[src/rtl/lru2_cache_pkg.sv]
package lru2_cache_pkg;
  typedef enum logic {
    ST_LOOK = 1'b0,
    ST_FILL = 1'b1
  } ctl_state_t;

  localparam int NUM_WAYS = 2;
endpackage

[src/rtl/lru2_way_store.sv]
module lru2_way_store #(
  parameter int SETS   = 4,
  parameter int IDX_W  = 2,
  parameter int TAG_W  = 14,
  parameter int DATA_W = 32
) (
  input  logic              clk,
  input  logic              rst,
  input  logic [IDX_W-1:0]  rd_set,
  output logic              rd_vld,
  output logic [TAG_W-1:0]  rd_tag,
  output logic [DATA_W-1:0] rd_data,
  input  logic              wr_en,
  input  logic [IDX_W-1:0]  wr_set,
  input  logic [TAG_W-1:0]  wr_tag,
  input  logic [DATA_W-1:0] wr_data
);
  logic [SETS-1:0]   vld_q;
  logic [TAG_W-1:0]  tag_mem  [SETS];
  logic [DATA_W-1:0] data_mem [SETS];

  // valid flags need a reset, so they live in flops
  always_ff @(posedge clk) begin
    if (rst) begin
      vld_q <= '0;
    end else if (wr_en) begin
      vld_q[wr_set] <= 1'b1;
    end
  end

  // tag and data carry no reset so they can map onto RAM
  always_ff @(posedge clk) begin
    if (wr_en) begin
      tag_mem[wr_set]  <= wr_tag;
      data_mem[wr_set] <= wr_data;
    end
  end

  assign rd_vld  = vld_q[rd_set];
  assign rd_tag  = tag_mem[rd_set];
  assign rd_data = data_mem[rd_set];
endmodule

[src/rtl/lru2_recency.sv]
module lru2_recency #(
  parameter int SETS  = 4,
  parameter int IDX_W = 2
) (
  input  logic             clk,
  input  logic             rst,
  input  logic [IDX_W-1:0] rd_set,
  output logic             lru_way,
  input  logic             upd_en,
  input  logic [IDX_W-1:0] upd_set,
  input  logic             used_way
);
  // bit value names the least recently used way of the set
  logic [SETS-1:0] lru_q;

  always_ff @(posedge clk) begin
    if (rst) begin
      lru_q <= '0;
    end else if (upd_en) begin
      lru_q[upd_set] <= ~used_way;
    end
  end

  assign lru_way = lru_q[rd_set];

  // a use leaves the other way marked as least recent
  assert_lru_marks_other_R7: assert property (@(posedge clk) disable iff (rst)
    upd_en |=> (lru_q[$past(upd_set)] != $past(used_way)));
endmodule

[src/rtl/lru2_victim_pick.sv]
module lru2_victim_pick (
  input  logic vld0,
  input  logic vld1,
  input  logic lru_way,
  output logic victim
);
  // lowest invalid way first, recency bit only when the set is full
  always_comb begin
    if (!vld0)      victim = 1'b0;
    else if (!vld1) victim = 1'b1;
    else            victim = lru_way;
  end
endmodule

[src/rtl/lru2_cache.sv]
module lru2_cache #(
  parameter int ADDR_W = 16,
  parameter int DATA_W = 32,
  parameter int SETS   = 4,
  parameter int CNT_W  = 16
) (
  input  logic              clk,
  input  logic              rst,
  input  logic              req_valid,
  input  logic [ADDR_W-1:0] req_addr,
  output logic              req_ready,
  output logic              rsp_valid,
  output logic [DATA_W-1:0] rsp_data,
  output logic              mem_req,
  output logic [ADDR_W-1:0] mem_addr,
  input  logic              mem_valid,
  input  logic [DATA_W-1:0] mem_data,
  output logic [CNT_W-1:0]  hit_count,
  output logic [CNT_W-1:0]  miss_count
);
  import lru2_cache_pkg::*;

  localparam int IDX_W = $clog2(SETS);
  localparam int TAG_W = ADDR_W - IDX_W;

  ctl_state_t        state_q;
  logic [ADDR_W-1:0] held_addr_q;
  logic [ADDR_W-1:0] look_addr;
  logic [IDX_W-1:0]  look_set;
  logic [TAG_W-1:0]  look_tag;

  logic              way_vld  [NUM_WAYS];
  logic [TAG_W-1:0]  way_tag  [NUM_WAYS];
  logic [DATA_W-1:0] way_data [NUM_WAYS];
  logic [NUM_WAYS-1:0] hit_vec;
  logic [NUM_WAYS-1:0] way_wr;

  logic              hit_any;
  logic              hit_way;
  logic              accept;
  logic              fill_go;
  logic              lru_way;
  logic              victim;
  logic              upd_en;
  logic              used_way;
  logic [DATA_W-1:0] hit_word;

  // during a fetch the held address steers the lookup so the victim
  // is chosen from the set that missed
  assign look_addr = (state_q == ST_FILL) ? held_addr_q : req_addr;
  assign look_set  = look_addr[IDX_W-1:0];
  assign look_tag  = look_addr[ADDR_W-1:IDX_W];

  assign req_ready = (state_q == ST_LOOK);
  assign accept    = req_ready && req_valid;
  assign fill_go   = (state_q == ST_FILL) && mem_valid;

  genvar g;
  generate
    for (g = 0; g < NUM_WAYS; g++) begin : g_way
      lru2_way_store #(
        .SETS(SETS), .IDX_W(IDX_W), .TAG_W(TAG_W), .DATA_W(DATA_W)
      ) u_store (
        .clk     (clk),
        .rst     (rst),
        .rd_set  (look_set),
        .rd_vld  (way_vld[g]),
        .rd_tag  (way_tag[g]),
        .rd_data (way_data[g]),
        .wr_en   (way_wr[g]),
        .wr_set  (look_set),
        .wr_tag  (look_tag),
        .wr_data (mem_data)
      );
      assign hit_vec[g] = way_vld[g] && (way_tag[g] == look_tag);
      assign way_wr[g]  = fill_go && (victim == g[0]);
    end
  endgenerate

  assign hit_any  = |hit_vec;
  assign hit_way  = hit_vec[1];
  assign hit_word = hit_way ? way_data[1] : way_data[0];

  lru2_victim_pick u_pick (
    .vld0    (way_vld[0]),
    .vld1    (way_vld[1]),
    .lru_way (lru_way),
    .victim  (victim)
  );

  assign upd_en   = (accept && hit_any) || fill_go;
  assign used_way = fill_go ? victim : hit_way;

  lru2_recency #(.SETS(SETS), .IDX_W(IDX_W)) u_recency (
    .clk      (clk),
    .rst      (rst),
    .rd_set   (look_set),
    .lru_way  (lru_way),
    .upd_en   (upd_en),
    .upd_set  (look_set),
    .used_way (used_way)
  );

  always_ff @(posedge clk) begin
    if (rst) begin
      state_q     <= ST_LOOK;
      held_addr_q <= '0;
      rsp_valid   <= 1'b0;
      rsp_data    <= '0;
      mem_req     <= 1'b0;
      mem_addr    <= '0;
      hit_count   <= '0;
      miss_count  <= '0;
    end else begin
      rsp_valid <= 1'b0;
      case (state_q)
        ST_LOOK: begin
          if (accept) begin
            if (hit_any) begin
              rsp_valid <= 1'b1;
              rsp_data  <= hit_word;
              hit_count <= hit_count + 1'b1;
            end else begin
              held_addr_q <= req_addr;
              mem_req     <= 1'b1;
              mem_addr    <= req_addr;
              state_q     <= ST_FILL;
            end
          end
        end
        ST_FILL: begin
          if (mem_valid) begin
            rsp_valid  <= 1'b1;
            rsp_data   <= mem_data;
            miss_count <= miss_count + 1'b1;
            mem_req    <= 1'b0;
            state_q    <= ST_LOOK;
          end
        end
        default: state_q <= ST_LOOK;
      endcase
    end
  end

  // two ways of one set never hold the same tag
  assert_single_match_R2: assert property (@(posedge clk) disable iff (rst)
    $onehot0(hit_vec));

  // an accepted hit answers next cycle without touching memory
  assert_hit_no_fetch_R3: assert property (@(posedge clk) disable iff (rst)
    (accept && hit_any) |=> (rsp_valid && !mem_req && req_ready));

  // an outstanding fetch stays up until memory answers
  assert_fetch_held_R4: assert property (@(posedge clk) disable iff (rst)
    (mem_req && !mem_valid) |=> (mem_req && $stable(mem_addr) && !req_ready));

  // fill and response share one edge
  assert_fill_answers_R5: assert property (@(posedge clk) disable iff (rst)
    (mem_req && mem_valid) |=> (rsp_valid && !mem_req && rsp_data == $past(mem_data)));

  // every response is counted exactly once
  assert_count_step_R9: assert property (@(posedge clk) disable iff (rst)
    rsp_valid |-> ({1'b0, hit_count} + {1'b0, miss_count} ==
                   {1'b0, $past(hit_count)} + {1'b0, $past(miss_count)} + 1'b1));
endmodule

[config.mk]
export PLATFORM = sky130hd
export DESIGN_NAME = lru2_cache
export DESIGN_NICKNAME = d
export VERILOG_FILES = /design/src/rtl/lru2_cache_pkg.sv /design/src/rtl/lru2_way_store.sv /design/src/rtl/lru2_recency.sv /design/src/rtl/lru2_victim_pick.sv /design/src/rtl/lru2_cache.sv
export SDC_FILE = /design/constraint.sdc
export NUM_CORES = 1
export LEC_CHECK = 0
export BUFFER_PORTS_ARGS = -buffer_cell sky130_fd_sc_hd__buf_2
export CORE_MARGIN = 4
export CORE_UTILIZATION = 40
export CTS_BUF_LIST = sky130_fd_sc_hd__clkbuf_4 sky130_fd_sc_hd__clkbuf_8
export CTS_CLUSTER_SIZE = 30
export DETAILED_ROUTE_END_ITERATION = 8
export SETUP_SLACK_MARGIN = 0.5
export SYNTH_ARGS = -nofsm -noshare
export SYNTH_HDL_FRONTEND = slang
export SYNTH_HIERARCHICAL = 1
export SYNTH_SLANG_ARGS = --single-unit
[constraint.sdc]
create_clock -name clk -period 9.8 [get_ports clk]
set_clock_uncertainty 0.2 [all_clocks]
set_input_delay 0.49 -clock clk [delete_from_list [all_inputs] [get_ports clk]]
set_output_delay 0.49 -clock clk [all_outputs]
set_load 0.02 [all_outputs]
Word level (Yosys, flattened, before mapping)
Memories as Yosys holds them, arrays and structs flattened.
Index checks and enable logic that the tools add are counted.
{"block": "totals", "reg_bits": 95, "ramBits": 368, "in_bits": 52, "out_inout_bits": 83, "word_cells": 79, "mem_count": 4}
{"name": "g_way[0].u_store.data_mem", "words": 4, "word_bits": 32, "read_ports": 1, "rd_clocked_by_memory_dff": 0, "write_ports": 1, "line_no": "lru2_way_store.sv:20", "text": "logic [DATA_W-1:0] data_mem [SETS];"}
{"name": "g_way[1].u_store.data_mem", "words": 4, "word_bits": 32, "read_ports": 1, "rd_clocked_by_memory_dff": 0, "write_ports": 1, "line_no": "lru2_way_store.sv:20"}
{"name": "g_way[0].u_store.tag_mem", "words": 4, "word_bits": 14, "read_ports": 1, "rd_clocked_by_memory_dff": 0, "write_ports": 1, "line_no": "lru2_way_store.sv:19", "text": "logic [TAG_W-1:0] tag_mem [SETS];"}
{"name": "g_way[1].u_store.tag_mem", "words": 4, "word_bits": 14, "read_ports": 1, "rd_clocked_by_memory_dff": 0, "write_ports": 1, "line_no": "lru2_way_store.sv:19"}
{"block": "classes", "addsub": 2, "order_cmp": 2, "eq_ne": 6, "mux": 34, "bitwise_logic": 6, "reduce_logical": 15}
{"operator": "32-bit two-way mux", "n": 4}
{"operator": "32-bit one-hot mux with 2 select lines", "n": 1}
{"operator": "16-bit by 1-bit adder with 16-bit output (second input constant)", "n": 2}
{"operator": "14-bit == test", "n": 2}
{"operator": "1-bit two-way mux", "n": 20}
{"operator": "16-bit two-way mux", "n": 1}
{"operator": "3-bit AND reduction", "n": 4}
{"operator": "1-bit logical AND", "n": 8}
{"operator": "4-bit OR", "n": 2}
{"operator": "1-bit binary-select mux with 2-bit select", "n": 3}
{"operator": "1-bit one-hot mux with 2 select lines", "n": 3}
{"operator": "4-bit bitwise mux", "n": 1}
{"operator": "2-bit by 1-bit != test with 1-bit output (second input constant)", "n": 2}
{"operator": "2-bit != test (second input constant)", "n": 2}
{"operator": "1-bit NOT", "n": 4}
{"operator": "2-bit by 3-bit less-than comparator with 1-bit output (second input constant)", "n": 1}
{"operator": "1-bit demux with 2-bit select", "n": 1}
{"operator": "2-bit by 1-bit >= comparator with 1-bit output (second input constant)", "n": 1}
{"operator": "2-bit AND reduction", "n": 1}
{"operator": "2-bit OR reduction", "n": 1}
{"operator": "1-bit logical OR", "n": 1}

Logic depth before layout (Yosys ltp)
{"block": "logic_depth", "ltp_word": 9, "depth_mapped": 15, "mapped_depth_nobuf": 10}

Cells and area by module
The synthesis kept the hierarchy.
{"module": "lru2_way_store", "instances": 2, "cells_each": 256, "area_per_inst_um2": 6839.1, "seq_area_each_um2": 5605.4}
{"module": "lru2_cache", "instances": 1, "cells_each": 557, "area_per_inst_um2": 4807.1, "seq_area_each_um2": 1661.6}
{"module": "lru2_recency", "instances": 1, "cells_each": 18, "area_per_inst_um2": 205.2, "seq_area_each_um2": 80.1}
{"module": "lru2_victim_pick", "instances": 1, "cells_each": 2, "area_per_inst_um2": 11.3, "seq_area_each_um2": 0.0}

Least setup slack after synthesis
Ideal clock, no wire load.
{"block": "synth_path", "path_kind": "register -> register", "from": "register state_q", "to": "memory g_way[1].u_store.data_mem[0][0], enable pin", "arrival_time_ns": 5.571, "t_required_ns": 9.081, "setup_slack_ns": 3.510, "stages_incl_launch_ff": 9, "period_less_slack_ns": 6.290, "cell_sequence": "dfxtp_1 > buf_6 > buf_6 > mux2_2 > buf_6 > mux4_2 > a21boi_1 > and3_1 > nor3b_1"}
{"item": "start, declared", "line_no": "lru2_cache.sv:26", "text": "ctl_state_t state_q;"}
{"item": "start signal, assigned", "line_no": "lru2_cache.sv:106", "text": "state_q <= ST_LOOK;"}
{"item": "start signal, assigned", "line_no": "lru2_cache.sv:127", "text": "state_q <= ST_FILL;"}
{"item": "start signal, assigned", "line_no": "lru2_cache.sv:137", "text": "state_q <= ST_LOOK;"}
{"item": "end, declared", "line_no": "lru2_way_store.sv:20"}

==> flow_summary_export.csv <==
group,metric,value,unit
timing,finalSetupViolations,0,
timing,achievable_freq,169,MHz
final_layout,num-nets-final,1364,
timing,final_max_slew_viol_count,0,
route,detail_route.vias_per_cell,5.15,
setup_path,timing.rr.end,"u_recency/lru_q[0]",
route,route.detailed.wl_per_inst,20.6,microns
global_route,first_global_vias,10700,
pwr,p_int,3310,uW
route,routed-via-count,10100,
setup_path,r2r_cell_count,14,
logic_synthesis,ys_seq_elements,463,
clocking,insertion_delay,0.62,ns
run_status,status,"completed",
global_route,largest_net_degree_at_the_start_of_global_routing,77,
logic_synthesis,syn_area,18700,sq um
pwr,reg_power_share,50.9,%
timing,tightest_slew,1.03,ns
logic_synthesis,synth.avg_cell_area,17.2,sq um
route,postRouteWirelength,40.6,mm
floorplanning,floorplan.core_area,45800,sq um
final_layout,layout_common_cells,"368 x edfxtp_1, 133 x buf_2, 95 x mux4_2",
placed_design,post-dp-hpwl,22.6,mm
setup_path,worst_setup_path_startpoint,"state_q",
global_route,grt-ovfl-total,0,
pwr,power.ir.vdd_worst,0.112,mV
logic_synthesis,synth-async-reset-ratio,0,%
hold_path,hold_class,"register to register",
logic_synthesis,synth.top_cells.by_area,"edfxtp_1 59%, mux4_2 11%, dfxtp_1 10%, mux2i_1 3.2%, xnor2_1 1.7%",
route,drt-pass1-iter-count,5,
clocking,cts_tree,"done",
clocking,cts_max_path_buffers,3,
clocking,post_cts_resized,0,
setup_path,data_arrival_at_the_endpoint_of_the_critical_path,6.22,ns
pwr,pwrdens,193,nW/um^2
timing,ratio_of_final_minimum_period_to_clock_period,60.5,%
setup_path,setup.worst_path.class,"register to register",
logic_synthesis,yosysTopAreaCell,"edfxtp_1",
clocking,tritoncts_num_sinks,463,
floorplanning,die_h,224,microns
pwr,clock_power_share,41.5,%
final_layout,commonest_non_fill_non_tap_cell_in_the_layout,"edfxtp_1",
final_layout,final_core_utilization,48.0,%
pwr,power.share.switching,22.2,%
logic_synthesis,postSynth.topFlopCell,"edfxtp_1",
floorplanning,placement_rows,78,
clocking,cts_made_buffers,79,
floorplanning,effective_utilization_at_floorplan,40.9,%
logic_synthesis,synth_cells,1089,
logic_synthesis,synth.yosys.seq_area_share,69.3,%
setup_path,destination_of_the_critical_timing_path,"u_recency/lru_q[0]",
global_route,antenna_found_initial,2,
floorplanning,floorplan.die_area,50300,sq um
clocking,cts_root_buf,"clkbuf_8",
clocking,cts_post_setup_buffers_inserted,0,
global_route,globalRouteTotalUtil,16.1,%
logic_synthesis,synth_top_cell_area_share,59.1,%
pwr,pwr-share-comb,7.6,%
placed_design,gp_congestion,0.711,
setup_path,timing.critical_path.to_type,"register",
hold_path,whs_path_depth,2,
route,drc,0,
job,max-cap-violations,0,
logic_synthesis,synth_fp_nets,1143,
setup_path,critical_path.reg2reg.startpoint,"state_q",
pwr,switching_power,944,uW
timing,grt_setup_unrepaired,"no",
setup_path,worst_setup_path_start_kind,"register",
timing,totalNegativeSetupSlack,0,ns
clocking,ctsHoldBuffers,49,
timing,relSlewSlack,31.2,%
logic_synthesis,synthesis.yosys.warnings,6,
placed_design,number_of_port_buffers,134,
clocking,clock_tree.htree_level_count,3,
route,detail-route-antenna-nets,0,
setup_path,timing.critical_path.fanout_max,56,
route,drt_first_iter_violations,705,
logic_synthesis,yosysUniqueCellTypes,46,
timing,final_period_minus_worst_setup_slack,5.93,ns
setup_path,cp.required,10.10,ns
setup_path,reg2reg_setup_slack,3.87,ns
pwr,power.static_leakage,0.00781,uW
timing,timing_hold_violations_final,0,
clocking,clock_slew_seen_by_the_registers_of_the_worst_setup_and_hold_paths,0.06,ns
final_layout,drive_above_1_share,30.2,%
final_layout,areaGrowthSynthToFinish,17.5,%
floorplanning,top_level_ports,135,
floorplanning,dieWidth,224,microns
logic_synthesis,synth_enable_flop_cells,368,
global_route,grt_first_pass_wirelength,63.0,mm
-- layer usage --
layer	up-vias	GRT usage, %	wire length [microns]
li1	4662	-	-
met1	5181	22.3	18200
met2	248	26.0	19600
met3	53	3.03	1960
met4	2	5.28	733
met5	-	0	7
-- critical path, cell delays in order (launching register included) --
cell     delay, ns
dfxtp_2       0.57
buf_4         0.40
mux2_4        0.75
buf_4         0.81
mux4_2        0.42
xor2_1        0.17
and4_1        0.24
nand4_1       0.09
buf_4         0.60
a21oi_2       0.21
nor2_4        0.12
buf_4         0.55
inv_1         0.23
nor3b_2       0.22
mux2i_1       0.14
-- logic make-up after synthesis --
family / synth area share, %
xor gates and xnor gates: 2.39
adders and majority gates: 0.134
buffers and inverters: 2.89
and+or+nand+nor: 6.20
muxes: 15.5
DFF: 69.3
AOI/OAI and AO/OA: 3.60
-- synthesized netlist by cell type, types with 2 or more instances --
| cell | number |
|---|---|
| xor2_1 | 14 |
| nand4_1 | 6 |
| nor3b_1 | 2 |
| a2111oi_2 | 8 |
| nand3b_1 | 4 |
| edfxtp_1 | 368 |
| nor4_4 | 2 |
| a31oi_1 | 3 |
| ha_1 | 2 |
| a311o_1 | 27 |
| mux4_2 | 95 |
| nand2_1 | 74 |
| o21ba_2 | 4 |
| or3_1 | 6 |
| buf_4 | 5 |
| nand2b_1 | 36 |
| and4_1 | 5 |
| xnor2_1 | 37 |
| mux2i_1 | 59 |
| clkbuf_1 | 24 |
| inv_1 | 32 |
| buf_6 | 7 |
| and3_1 | 7 |
| nor3_1 | 2 |
| a21oi_1 | 18 |
| buf_12 | 7 |
| a211oi_1 | 5 |
| buf_2 | 14 |
| and3b_1 | 2 |
| a21o_1 | 2 |
| mux2_2 | 7 |
| nand3_1 | 7 |
| o21ai_0 | 11 |
| nor4_1 | 2 |
| mux2i_2 | 7 |
| dfxtp_1 | 95 |
| nor2_1 | 74 |
-- worst min path at each step --
stage | slack [ns] | end | startpoint
6_report | 0.25 | g_way[1].u_store/vld_q[1] | g_way[1].u_store/vld_q[1]
5_1_grt | 0.27 | g_way[0].u_store/vld_q[2] | g_way[0].u_store/vld_q[2]
4_1_cts | 0.21 | held_addr_q[1] | rst
3_5_place_dp | 0.24 | g_way[0].u_store/vld_q[2] | g_way[0].u_store/vld_q[2]
3_3_place_gp | 0.23 | g_way[1].u_store/vld_q[1] | g_way[1].u_store/vld_q[1]
2_1_floorplan | 0.22 | g_way[0].u_store/vld_q[2] | g_way[0].u_store/vld_q[2]
-- power by group through the flow --
stage	logic (uW)	registers [uW]	clock network (uW)
final	324	2170	1760
after CTS	330	2170	1810
after detailed placement	313	2210	0
after global placement	309	2210	0
after global routing	352	2170	1910
after floorplan	216	2220	0
-- sequential cells by signal (all words and copies together) (netlist names), 4 cells and up --
signal,count
g_way.u_store/tag_mem,112
rsp_data,32
hit_count,16
u_recency/lru_q,4
g_way.u_store/data_mem,256
miss_count,16
held_addr_q,16
g_way.u_store/vld_q,8
-- per-stage QoR --
step / worst slack (ns) / std cells / total power (uW) / hold WS, ns / cell area, sq um
6_report: 3.87 / 1970 / 4250 / 0.251 / 22000
5_1_grt: 3.50 / 1970 / 4430 / 0.268 / 22000
4_1_cts: 3.73 / 1969 / 4310 / 0.213 / 22000
3_5_place_dp: 3.75 / 1780 / 2520 / 0.239 / 19900
3_3_place_gp: 3.83 / 1780 / 2510 / 0.233 / 19900
2_1_floorplan: 3.51 / 1089 / 2430 / 0.216 / 18700
-- area by class of cell --
type / instances / area (sq um)
inverters: 32 / 120
fillers: 3930 / 23800
clock buffers: 107 / 1330
well taps: 600 / 751
multi-input cells: 536 / 5260
clock inverters: 33 / 285
flip-flops and latches: 463 / 13000
repair buffers: 198 / 1280
diodes: 1 / 2.50
(Power assumes the default switching activity.)
